==> src/rtl/aes_tx_pkg.sv <==
// Shared constants, payload type and preamble patterns for the line encoder.
package aes_tx_pkg;

    localparam int AUDIO_W      = 24;   // sample bits carried in slots 4..27
    localparam int SUB_HALVES   = 64;   // half-cells per subframe
    localparam int FRAME_HALVES = 2 * SUB_HALVES;
    localparam int CYC_W        = $clog2(FRAME_HALVES);
    localparam int POS_W        = $clog2(SUB_HALVES);

    typedef enum logic [1:0] {
        PRE_X = 2'd0,
        PRE_Y = 2'd1,
        PRE_Z = 2'd2
    } pre_kind_e;

    typedef struct packed {
        logic               c;
        logic               u;
        logic               v;
        logic [AUDIO_W-1:0] data;
    } sub_payload_t;

    // Half-cell pattern for a preamble, first half-cell in bit 7, low reference.
    function automatic logic [7:0] pre_bits(input pre_kind_e kind);
        case (kind)
            PRE_Z:   return 8'b1110_1000;
            PRE_Y:   return 8'b1110_0100;
            default: return 8'b1110_0010;
        endcase
    endfunction

endpackage

==> src/rtl/aes_tx_timer.sv <==
// Frame timer: half-cell counter within a frame, frame counter within a block,
// start arming after reset and the registered block-start output.
// Assumes one clock per half-cell; right_phase is synchronous to clk.
module aes_tx_timer
    import aes_tx_pkg::*;
#(
    parameter int FRAMES     = 192,
    parameter int BLK_FRAMES = 128,
    localparam int FW        = $clog2(FRAMES)
) (
    input  logic             clk,
    input  logic             rst_n,
    input  logic             right_phase,
    output logic             run,
    output logic [CYC_W-1:0] cyc,
    output logic [FW-1:0]    frm,
    output logic             ld_left,
    output logic             ld_right,
    output logic             blk
);

    localparam logic [CYC_W-1:0] CYC_LAST  = CYC_W'(FRAME_HALVES - 1);
    localparam logic [CYC_W-1:0] CYC_LEAD  = CYC_W'(FRAME_HALVES - 2);
    localparam logic [CYC_W-1:0] CYC_RIGHT = CYC_W'(SUB_HALVES - 1);

    logic [FW-1:0] frm_next;
    logic [FW-1:0] lead_frm;

    // Next frame number with wrap at the end of the block.
    always_comb begin
        frm_next = (frm == FW'(FRAMES - 1)) ? '0 : frm + 1'b1;
        lead_frm = (cyc >= CYC_LEAD) ? frm_next : frm;
    end

    // Payload load strobes: left at frame start, right at mid-frame.
    assign ld_left  = (!run && right_phase) || (run && cyc == CYC_LAST);
    assign ld_right = run && (cyc == CYC_RIGHT);

    // Counters, arming and the block-start flag (one bit cell ahead of the line).
    always_ff @(posedge clk) begin
        if (!rst_n) begin
            run <= 1'b0;
            cyc <= '0;
            frm <= '0;
            blk <= 1'b0;
        end else if (!run) begin
            if (right_phase) begin
                run <= 1'b1;
                cyc <= '0;
                frm <= '0;
                blk <= 1'b1;
            end
        end else begin
            cyc <= cyc + 1'b1;
            if (cyc == CYC_LAST) begin
                frm <= frm_next;
            end
            blk <= (lead_frm < FW'(BLK_FRAMES));
        end
    end

endmodule

==> src/rtl/aes_tx_slot_mux.sv <==
// Slot selector: for a half-cell position in a subframe, gives either the
// preamble pattern or the payload bit of the current slot, parity included.
// Purely combinational; assumes pos counts 0..63 within the subframe.
module aes_tx_slot_mux
    import aes_tx_pkg::*;
(
    input  logic [POS_W-1:0] pos,
    input  logic             is_right,
    input  logic             first_frame,
    input  sub_payload_t     pay,
    output logic             is_pre,
    output logic [7:0]       pat,
    output logic             dbit
);

    logic [4:0]  slot;
    logic [4:0]  k;
    logic        par;
    logic [27:0] word;
    pre_kind_e   kind;

    // Slot index, preamble choice and the 28-slot payload word with parity.
    always_comb begin
        slot   = pos[POS_W-1:1];
        k      = slot - 5'd4;
        is_pre = (slot < 5'd4);
        kind   = is_right ? PRE_Y : (first_frame ? PRE_Z : PRE_X);
        pat    = pre_bits(kind);
        par    = ^{pay.c, pay.u, pay.v, pay.data};
        word   = {par, pay.c, pay.u, pay.v, pay.data};
        dbit   = is_pre ? 1'b0 : word[k];
    end

endmodule

==> src/rtl/aes_tx_bmc.sv <==
// Biphase-mark line coder with complementary registered outputs.
// Assumes preamble patterns are given for a low reference level; the level
// just before each preamble is captured and used to invert them.
module aes_tx_bmc
    import aes_tx_pkg::*;
(
    input  logic             clk,
    input  logic             rst_n,
    input  logic             run,
    input  logic [POS_W-1:0] pos,
    input  logic             is_pre,
    input  logic [7:0]       pat,
    input  logic             dbit,
    output logic             line_p,
    output logic             line_n
);

    logic ref_q;
    logic ref_sel;
    logic nxt;

    // Next line level for the current half-cell.
    always_comb begin
        ref_sel = (pos == '0) ? line_p : ref_q;
        if (is_pre) begin
            nxt = pat[3'd7 - pos[2:0]] ^ ref_sel;
        end else if (!pos[0]) begin
            nxt = ~line_p;
        end else begin
            nxt = line_p ^ dbit;
        end
    end

    // Output pair and preamble reference level.
    always_ff @(posedge clk) begin
        if (!rst_n) begin
            line_p <= 1'b0;
            line_n <= 1'b0;
            ref_q  <= 1'b0;
        end else if (!run) begin
            line_p <= 1'b0;
            line_n <= 1'b1;
            ref_q  <= 1'b0;
        end else begin
            line_p <= nxt;
            line_n <= ~nxt;
            if (pos == '0) begin
                ref_q <= line_p;
            end
        end
    end

endmodule

==> src/rtl/aes_tx_encoder.sv <==
// Two-channel subframe encoder top: latches left/right payloads at their
// subframe starts, selects slots and drives the biphase-mark line pair.
// Assumes clk runs at 128 x sample rate and inputs are synchronous to it.
module aes_tx_encoder
    import aes_tx_pkg::*;
#(
    parameter int FRAMES_PER_BLOCK  = 192,
    parameter int BLOCK_HIGH_FRAMES = 128,
    localparam int FW               = $clog2(FRAMES_PER_BLOCK)
) (
    input  logic               clk,
    input  logic               rst_n,
    input  logic               right_phase,
    input  logic [AUDIO_W-1:0] left_sample,
    input  logic               left_v,
    input  logic               left_u,
    input  logic               left_c,
    input  logic [AUDIO_W-1:0] right_sample,
    input  logic               right_v,
    input  logic               right_u,
    input  logic               right_c,
    output logic               line_p,
    output logic               line_n,
    output logic               block_start
);

    logic             run;
    logic [CYC_W-1:0] cyc;
    logic [FW-1:0]    frm;
    logic             ld_left;
    logic             ld_right;
    sub_payload_t     lp_q;
    sub_payload_t     rp_q;
    sub_payload_t     cur;
    logic             is_pre;
    logic [7:0]       pat;
    logic             dbit;

    aes_tx_timer #(
        .FRAMES     (FRAMES_PER_BLOCK),
        .BLK_FRAMES (BLOCK_HIGH_FRAMES)
    ) u_timer (
        .clk         (clk),
        .rst_n       (rst_n),
        .right_phase (right_phase),
        .run         (run),
        .cyc         (cyc),
        .frm         (frm),
        .ld_left     (ld_left),
        .ld_right    (ld_right),
        .blk         (block_start)
    );

    // Payload holding registers, one per channel.
    always_ff @(posedge clk) begin
        if (!rst_n) begin
            lp_q <= '0;
            rp_q <= '0;
        end else begin
            if (ld_left) begin
                lp_q <= '{c: left_c, u: left_u, v: left_v, data: left_sample};
            end
            if (ld_right) begin
                rp_q <= '{c: right_c, u: right_u, v: right_v, data: right_sample};
            end
        end
    end

    // Channel select by frame half.
    assign cur = cyc[CYC_W-1] ? rp_q : lp_q;

    aes_tx_slot_mux u_mux (
        .pos         (cyc[POS_W-1:0]),
        .is_right    (cyc[CYC_W-1]),
        .first_frame (frm == '0),
        .pay         (cur),
        .is_pre      (is_pre),
        .pat         (pat),
        .dbit        (dbit)
    );

    aes_tx_bmc u_bmc (
        .clk    (clk),
        .rst_n  (rst_n),
        .run    (run),
        .pos    (cyc[POS_W-1:0]),
        .is_pre (is_pre),
        .pat    (pat),
        .dbit   (dbit),
        .line_p (line_p),
        .line_n (line_n)
    );

endmodule

==> config.mk <==
export PLATFORM = sky130hd
export DESIGN_NAME = aes_tx_encoder
export DESIGN_NICKNAME = d
export VERILOG_FILES = /design/src/rtl/aes_tx_pkg.sv /design/src/rtl/aes_tx_timer.sv /design/src/rtl/aes_tx_slot_mux.sv /design/src/rtl/aes_tx_bmc.sv /design/src/rtl/aes_tx_encoder.sv
export SDC_FILE = /design/constraint.sdc
export NUM_CORES = 1
export LEC_CHECK = 0
export BUFFER_PORTS_ARGS = -buffer_cell sky130_fd_sc_hd__buf_2
export CAP_MARGIN = 40
export CORE_UTILIZATION = 52
export DETAILED_ROUTE_END_ITERATION = 6
export HOLD_SLACK_MARGIN = 0.08
export PLACE_DENSITY = 0.76
export SETUP_SLACK_MARGIN = 0.02
export SLEW_MARGIN = 20
export SYNTH_ARGS = -nofsm -noshare
export SYNTH_HDL_FRONTEND = slang
export SYNTH_SLANG_ARGS = --single-unit
==> constraint.sdc <==
create_clock -name clk -period 2.7 [get_ports clk]
set_clock_uncertainty 0.2 [all_clocks]
set_input_delay 0.675 -clock clk [delete_from_list [all_inputs] [get_ports clk]]
set_output_delay 0.675 -clock clk [all_outputs]
set_load 0.1 [all_outputs]
==> impl_summary.md, run 1 <==
Outcome
The run finished with clean final reports.

Clock network
The cell sitting at the root of the clock tree is a sky130_fd_sc_hd__clkbuf_8. The CTS tree is built. The number of buffers inserted for hold repair after clock tree synthesis is 0. After clock tree synthesis, the clock-pin slew on the worst setup and hold paths is 0.07 ns.

The deepest clock path buffer count is 2. The number of clock buffers inserted by TritonCTS is 9. The clock sink count is 74. CTS built an H-tree with a depth of 3.

At the later pin of the worst-skew pair, clock insertion delay measures 0.35 ns.

Floorplan
The die covers 8090 µm². The starting utilization of the core area is 0.546. The placeable core area is 7370 µm². In this run the vertical extent of the chip is 89.9 µm.

The I/O pin count is 60. The floorplan die width is between 80 and 90 µm. The initialized floorplan defines 31 standard-cell rows.

Global routing
After global routing the overflow that remains totals 0. For this run, the total global-route usage over all layers was measured as 0.250. The largest net degree at the start of global routing is 43. The global-route wire length before repair is about 16000 µm.

The via count of the first global-routing pass is 3383. The number of antenna violations at the first check in global routing is 0.

Hold path
The path class of the lowest-slack min-delay path is reg2reg.

STA
Setup violations remaining at the end of the flow were counted as 0. The maximum achievable frequency is ~390 MHz. For the pin with the worst max-slew slack, the measured transition is 0.534 ns. The max-slew violation total from the final report was 0.

Across all setup checks in the final design, the least slack found is 0.158 ns. The relative slew slack is 0.644. Summed over all failing endpoints, the final setup total negative slack is 0 ns.

The final clock period utilization by the worst path is 0.941. The final count of hold timing violations is 0. The worst path needs 2.54 ns of the cycle, external delays included.

Worst setup path
The worst setup path is launched from a register. The maximum cell stage delay along the critical path is around 0.38 ns. The most numerous cell type found on the critical path is sky130_fd_sc_hd__buf_4.

The capturing element type of the critical path is a register. Walking the worst path, the cells encountered are buf_4 > buf_4 > mux2i_1 > a221oi_2 > a22oi_1 > a31oi_1 > a21o_1 > o21a_1 > o31ai_2 > a21boi_1. The class of the most critical setup path is reg2reg. The maximum fanout count along the critical path is 15. Data on the critical path is required at its endpoint by 2.73 ns.

The cell with the biggest individual delay on the critical path is sky130_fd_sc_hd__dfxtp_4. At the worst endpoint, the arrival time is 2.58 ns.

Place
In this run the tool buffered the top-level ports with 59 buffer cells. The congestion estimate from routability-driven global placement came to 0.884. The post-detailed-placement cell area is 4470 µm². The post-placement setup slack is 0.0158 ns. Detailed placement finished with a half-perimeter wire length of 6750 µm.

Synth
The mapped netlist covers 4020 µm². The sequential area share after synthesis is 0.369. sky130_fd_sc_hd__dfxtp_1 takes more of the synthesized area than any other cell. The number of unique standard cell types used by synthesis is 41.

The number of enable-type register cells in the synthesized netlist is 0. The most used standard cell by instance count after synthesis is sky130_fd_sc_hd__nand2_1. The synthesized netlist net count is between 500 and 600.

The fraction of registers with async set or reset after synthesis is 0. By area the synthesized netlist is led by sky130_fd_sc_hd__dfxtp_1 (37%), sky130_fd_sc_hd__nand2_1 (12%), sky130_fd_sc_hd__a21boi_0 (10%). Synthesis handed over a netlist of 466 instances. The per-instance average area after synthesis is 8.63 µm². In this run, synthesis produced a sequential element count of 74. For this run, the number of Yosys warnings is 0.

The share of the synthesized area in the top cell type is 0.369. In the synthesized netlist the dominant register cell turns out to be sky130_fd_sc_hd__dfxtp_1. Counting instances in the post-synthesis netlist gives the leading cell types as sky130_fd_sc_hd__nand2_1 (126), sky130_fd_sc_hd__dfxtp_1 (74), sky130_fd_sc_hd__a21boi_0 (56), sky130_fd_sc_hd__xor2_1 (27), sky130_fd_sc_hd__mux2i_1 (20).

Finish
Measured on the finished design, the core utilization comes to 0.649. The share of final-layout standard cells stronger than drive strength 1 is 0.229. Once layout is done, the placed cells without fillers occupy 4780 µm².

The number of antenna diodes in the final layout is 0. The number of inserted filler cells in the final layout is 641. Summing all flip-flop and latch instances after layout gives 1490 µm². The post-layout net count is 593.

The post-synthesis to final-layout area growth is 18.9%. The multi-input combinational cells in the finished layout cover a total of between 2000 and 2500 µm².

Power
VDD sags by at most roughly 0.00024 V. The cell-internal power is 1.75 mW. Dividing total power by cell area gives a power density of 490 nW/µm². The portion of total power attributed to combinational logic is 0.144. The total leakage power is 1.89 nW.

The share of total power dissipated in the clock network is 0.365. Of the total power, registers draw 0.491. The post-layout total power is 2.34 mW. The switching fraction of total power is 0.253. The net switching component of the power is 0.593 mW.

Run
The number of max-capacitance violations reported is 0.

Routing
The final route contains 3461 vias. The routed design uses 4350 µm of met2 wire. The count of nets left with antenna violations once routing finished came out at 0. The met3 wire length is 609 µm.

In this run, the number of DRC markers left after iteration 0 of detailed routing was 233. After detailed routing, the average wire length per cell comes to about 15 µm. The pre-antenna-repair detailed-routing pass consisted of 4 iterations. After detailed routing, no signal wire sits above met4. In the final routing, the length of wire on met1 measures 4460 µm. The wire length after detailed routing is approximately 9600 µm. The number of DRC violations after detailed routing is 0. The via density per instance is approximately 5.5.
path summary, 6_finish.rpt:
kind	cells after the start	startpoint	slack, ns	endpoint
worst max-delay path	10	u_timer.cyc[6]	0.16	u_bmc.line_n
worst min-delay path	2	rp_q[24]	0.29	rp_q[24]
worst max register to register	10	u_timer.cyc[6]	0.16	u_bmc.line_n
worst min register to register	2	rp_q[24]	0.29	rp_q[24]
power groups by stage:
stage	registers (mW)	clock network, mW	logic, mW
after floorplan	1.19	0	0.219
after global placement	1.18	0	0.322
after detailed placement	1.18	0	0.329
after CTS	1.15	0.863	0.332
after global routing	1.15	0.907	0.374
final	1.15	0.855	0.337
cell families after synthesis:
family / synth area share
mux: 0.120
flops: 0.369
xor+xnor: 0.100
compound gates: 0.172
simple gates: 0.178
fa+ha+maj: 0.0187
buf+inv: 0.0426
cells in the final DEF, fill, tap and decap left out, drive strengths merged, types with 2 or more instances in the layout:
cell / count
a21boi: 56
mux2i: 20
nor2: 10
clkinv: 3
nand3: 9
o211ai: 4
or3: 2
a21o: 2
dfxtp: 74
nor2b: 5
or2: 2
a31oi: 4
nand2: 126
mux4: 12
nor3: 5
inv: 9
xnor2: 19
ha: 6
buf: 79
clkbuf: 12
a21oi: 17
xor2: 27
a221oi: 2
nand4: 2
o31ai: 2
and2: 3
o21ai: 9
metal layers:
metal  global-route usage  vias to the layer above
li1                     -                     1713
met1                0.339                     1608
met2                0.391                      123
met3               0.0431                       17
met4                0.114                        0
met5                    0                        -
metrics by stage:
stage / cells / hold WS, ns
6_report: 632 / 0.288
5_1_grt: 632 / 0.316
4_1_cts: 627 / 0.291
3_5_place_dp: 613 / 0.281
3_3_place_gp: 613 / 0.276
2_1_floorplan: 466 / 0.263
worst max-delay path: cells and delay by family (launching register included):
family | cells | cell delay, ns
compound gates | 7 | 1.15
buf+inv | 2 | 0.39
flops | 1 | 0.38
mux | 1 | 0.31
timing repair:
item,in CTS,in global routing
endpoints found under the setup margin,2,24
gates cloned,0,1
setup buffers,0,4
resized for setup,1,15
pin swaps,0,8
flip-flops by register name, summed over array words and instances (netlist names):
signal,flops
rp_q,27
u_timer.run,1
u_bmc.line_p,1
u_bmc.ref_q,1
u_timer.frm,8
lp_q,27
u_bmc.line_n,1
u_timer.cyc,7
u_timer.blk,1
layout make-up:
cell class / count / share of cell area
Timing Repair Buffer: 80 / 0.106
Inverter: 10 / 0.00785
Clock buffer: 11 / 0.0317
Clock inverter: 3 / 0.00837
Tap cell: 99 / 0.0259
Sequential cell: 74 / 0.311
Multi-Input combinational cell: 355 / 0.509
Note: power is estimated with default switching activity, not from simulation.
==> inputs of run 2 (changes only) <==
--- a/config.mk
+++ b/config.mk
@@ -7,10 +7,11 @@
 export LEC_CHECK = 0
 export BUFFER_PORTS_ARGS = -buffer_cell sky130_fd_sc_hd__buf_2
 export CAP_MARGIN = 40
-export CORE_UTILIZATION = 52
+export CORE_UTILIZATION = 53
+export CTS_BUF_LIST = sky130_fd_sc_hd__clkbuf_4 sky130_fd_sc_hd__clkbuf_8
 export DETAILED_ROUTE_END_ITERATION = 6
 export HOLD_SLACK_MARGIN = 0.08
-export PLACE_DENSITY = 0.76
+export PLACE_DENSITY = 0.77
 export SETUP_SLACK_MARGIN = 0.02
 export SLEW_MARGIN = 20
 export SYNTH_ARGS = -nofsm -noshare
==> run 2 against run 1 <==
  * Final area is 1.7% higher
  * Sequential share of layout area is 0.42 points lower
  * Combinational power is 4% higher
  * Worst setup slack worse by 0.028 ns
  * Clock power is 14% higher
  * Sequential power hardly changed
  * Register-to-register slack worse by 0.03 ns
  * Core utilization is 1.8 points higher
  * Final cell count is 0.32% higher
  * Critical path type unchanged
  * Highest routed layer unchanged
==> impl_summary.md, run 2 (synthesis gave the netlist of run 1 again) <==
Floorplan
The starting utilization of the core area was 0.551 (+0.00580). The floorplan die width is 89.1 µm (-0.93%). The chip height is 89.1 µm (-0.93%).

The placeable core area is 7290 µm² (-1.1%). The site row count is 31 (unchanged). The full die area is 7940 µm² (-1.8%). The I/O pin count is 60 (unchanged).

Finish
The library cell used most frequently in the layout, excluding fill and tap cells, is sky130_fd_sc_hd__nand2_1. In the layout the commonest cells are sky130_fd_sc_hd__nand2_1 (126), sky130_fd_sc_hd__dfxtp_1 (68), sky130_fd_sc_hd__buf_2 (59). The largest registers in the layout are lp_q: 27 flops, rp_q: 27 flops, u_timer.frm: 8 flops. The antenna diode count is 0 (unchanged).

The post-layout net count came to 593 (unchanged). The final non-filler cell total was 634 (+0.32%). The share of the core filled with cells in the final layout was 0.667 (+0.0181).

The area of all placed cells without fillers was 4860 µm² (+1.7%). From synthesis to final layout, the design area changed by 20.9%. The share of final-layout standard cells stronger than drive strength 1 is 0.254 (+0.0253).

Global routing
The largest net degree at the start of global routing was 43 (unchanged). The global-route congestion overflow total was 0 (unchanged). The total global-route track usage is 0.265 (+0.0144). The number of antenna violations at the first check in global routing is 0 (unchanged). The met2 track demand over resource in global routing came to 0.435 (+0.0441).

The global-route track usage on met1 is 0.342 (+0.00240). The met3 layer usage reported by global route was 0.0499 (+0.00671). The via count of the first global-routing pass is 3283 (-3.0%).

The layer with the highest usage after global routing is met2. The global-route wire length before repair is 15800 µm (-2.7%).

Worst setup path
The required time of the worst setup path is 2.79 ns (+0.06 ns). The startpoint type of the worst setup path is a register. Walking the worst path, the cells encountered are buf_12 > mux2i_4 > xnor2_2 > xnor2_1 > xnor2_1 > xnor2_1 > o211ai_1 > a21oi_2 > o21a_1 > o31ai_2 > nor2b_1.

The data arrival time of the critical path is 2.66 ns (+0.08 ns). The cell with the biggest individual delay on the critical path is sky130_fd_sc_hd__dfxtp_4. The capturing element type of the critical path is a register.

Counting stages on the worst path, the most repeated cell is sky130_fd_sc_hd__xnor2_1. The maximum fanout count along the critical path is 9 (-6). The maximum cell stage delay along the critical path is 0.38 ns (about the same). The register-to-register setup slack is 0.13 ns (-0.03 ns).

The critical path is of the reg2reg type.

Place
The port buffer count is 59 (unchanged). The detailed-placement wirelength estimate came to 6890 µm (+2.1%). The post-placement setup slack came to -0.0279 ns (-0.0437 ns). The post-detailed-placement cell area is 4480 µm² (+0.22%). The placer's final routability congestion estimate is 0.875 (-1.1%).

The total placed cells including tap cells was 616 (+0.49%).

STA
The final worst hold slack was 0.301 ns (+0.0128 ns). The pin slew with the least headroom to its limit is 0.553 ns (+0.0187 ns). Setup repair after global routing could not meet its margin everywhere. The total negative slack for setup checks is 0 ns (unchanged).

The final count of hold timing violations is 0 (unchanged). The number of failing setup endpoints in the final timing report is 0 (unchanged). The max-slew violation total from the final report is 0 (unchanged).

The final critical delay including setup and external delays is 2.57 ns (+0.0280 ns). The final clock period utilization by the worst path is 0.952 (+0.0104). The setup slack of the critical path after layout is 0.130 ns (-0.0280 ns).

The maximum achievable frequency came to 389 MHz (-1.1%). The relative slew slack is 0.631 (-0.0125).

Routing
The wire length per cell after detailed routing is 15.9 µm (+4.4%). The number of DRC violations after detailed routing was 0 (unchanged). The via density per instance is 5.52 (+0.81%).

The count of antenna-violating nets left after detailed routing was 0 (unchanged). The number of vias in the routed layout was 3500 (+1.1%). The DRC marker count from the first detailed-route iteration came to 318 (+36%). The wire length after detailed routing is 10100 µm (+4.7%). The first-pass iteration count of the detailed router came to 4 (unchanged).

Power
The switching fraction of total power is 0.255 (+0.00131). The total leakage power is 1.91 nW (+1.2%). The net switching component of the power is 0.630 mW (+6.2%).

The sequential share of power is 0.465 (-0.026). The portion of total power attributed to combinational logic was 0.142 (-0.002). The clock share of power is 0.393 (+0.028). The maximum vdd drop is 0.000496 V (+110%). The cell-internal power came to 1.85 mW (+5.4%). The post-layout total power is 2.47 mW (+5.6%). The cell area power density is 509 nW/µm² (+3.9%).

Run
The number of max-capacitance violations reported is 0 (unchanged).

Clock network
The number of clock buffers inserted by TritonCTS is 9 (unchanged). The CTS tree is built. The depth of the CTS H-tree is 3 (unchanged). The deepest clock path buffer count is 2 (unchanged). The insertion delay to the later sink of the worst-skew pair was 0.36 ns (about the same). The number of buffers inserted for hold repair after clock tree synthesis is 0 (unchanged). The clock root buffer is sky130_fd_sc_hd__clkbuf_8. The clock sink count is 74 (unchanged). The clock transition at the register clock pins on the worst setup and hold paths after CTS was 0.08 ns (about the same).

Hold path
The path class of the lowest-slack min-delay path is reg2reg.

Outcome
The flow ran to the end, and the final reports show no timing, DRC or antenna violations.
## run 2: cell type report
cell class                      instances  area (µm²)
Multi-Input combinational cell        355        2490
Fill cell                             595        2430
Sequential cell                        74        1490
Timing Repair Buffer                   80         495
Clock buffer                           11         145
Tap cell                               99         124
Clock inverter                          5        77.6
Inverter                               10        37.5
## run 2: final timing paths
path,startpoint,to,cells past startpoint
worst min-delay path,rp_q[2],rp_q[2],2
worst min register to register,rp_q[2],rp_q[2],2
worst max-delay path,u_timer.cyc[6],u_bmc.line_p,11
worst max register to register,u_timer.cyc[6],u_bmc.line_p,11
## run 2: critical path: cells and delay by family (launching register included)
family,cells,cell delay (ns)
flip-flops,1,0.38
AND/OR/NAND/NOR,1,0.15
XOR/XNOR,4,0.58
AO/OA/AOI/OAI,4,0.72
buffers and inverters,1,0.15
multiplexers,1,0.31
## run 2: routing by layer
| layer | routed length, µm | share of wire |
|---|---|---|
| met4 | 282 | 0.028 |
| met3 | 619 | 0.061 |
| met2 | 4740 | 0.47 |
| met1 | 4430 | 0.44 |
| met5 | 0 | 0 |
## run 2: repair_timing
item                       CTS  global route
pin swaps                    0             8
setup buffers                0             1
gates resized for setup      2            28
setup endpoints to repair    2            15
cloned                       0             1
## run 2: power groups by stage
stage / clock network [mW] / logic [mW] / registers (mW)
2_1_floorplan: 0 / 0.219 / 1.19
3_3_place_gp: 0 / 0.321 / 1.17
3_5_place_dp: 0 / 0.329 / 1.18
4_1_cts: 0.980 / 0.334 / 1.15
5_1_grt: 1.03 / 0.382 / 1.16
6_report: 0.972 / 0.352 / 1.15
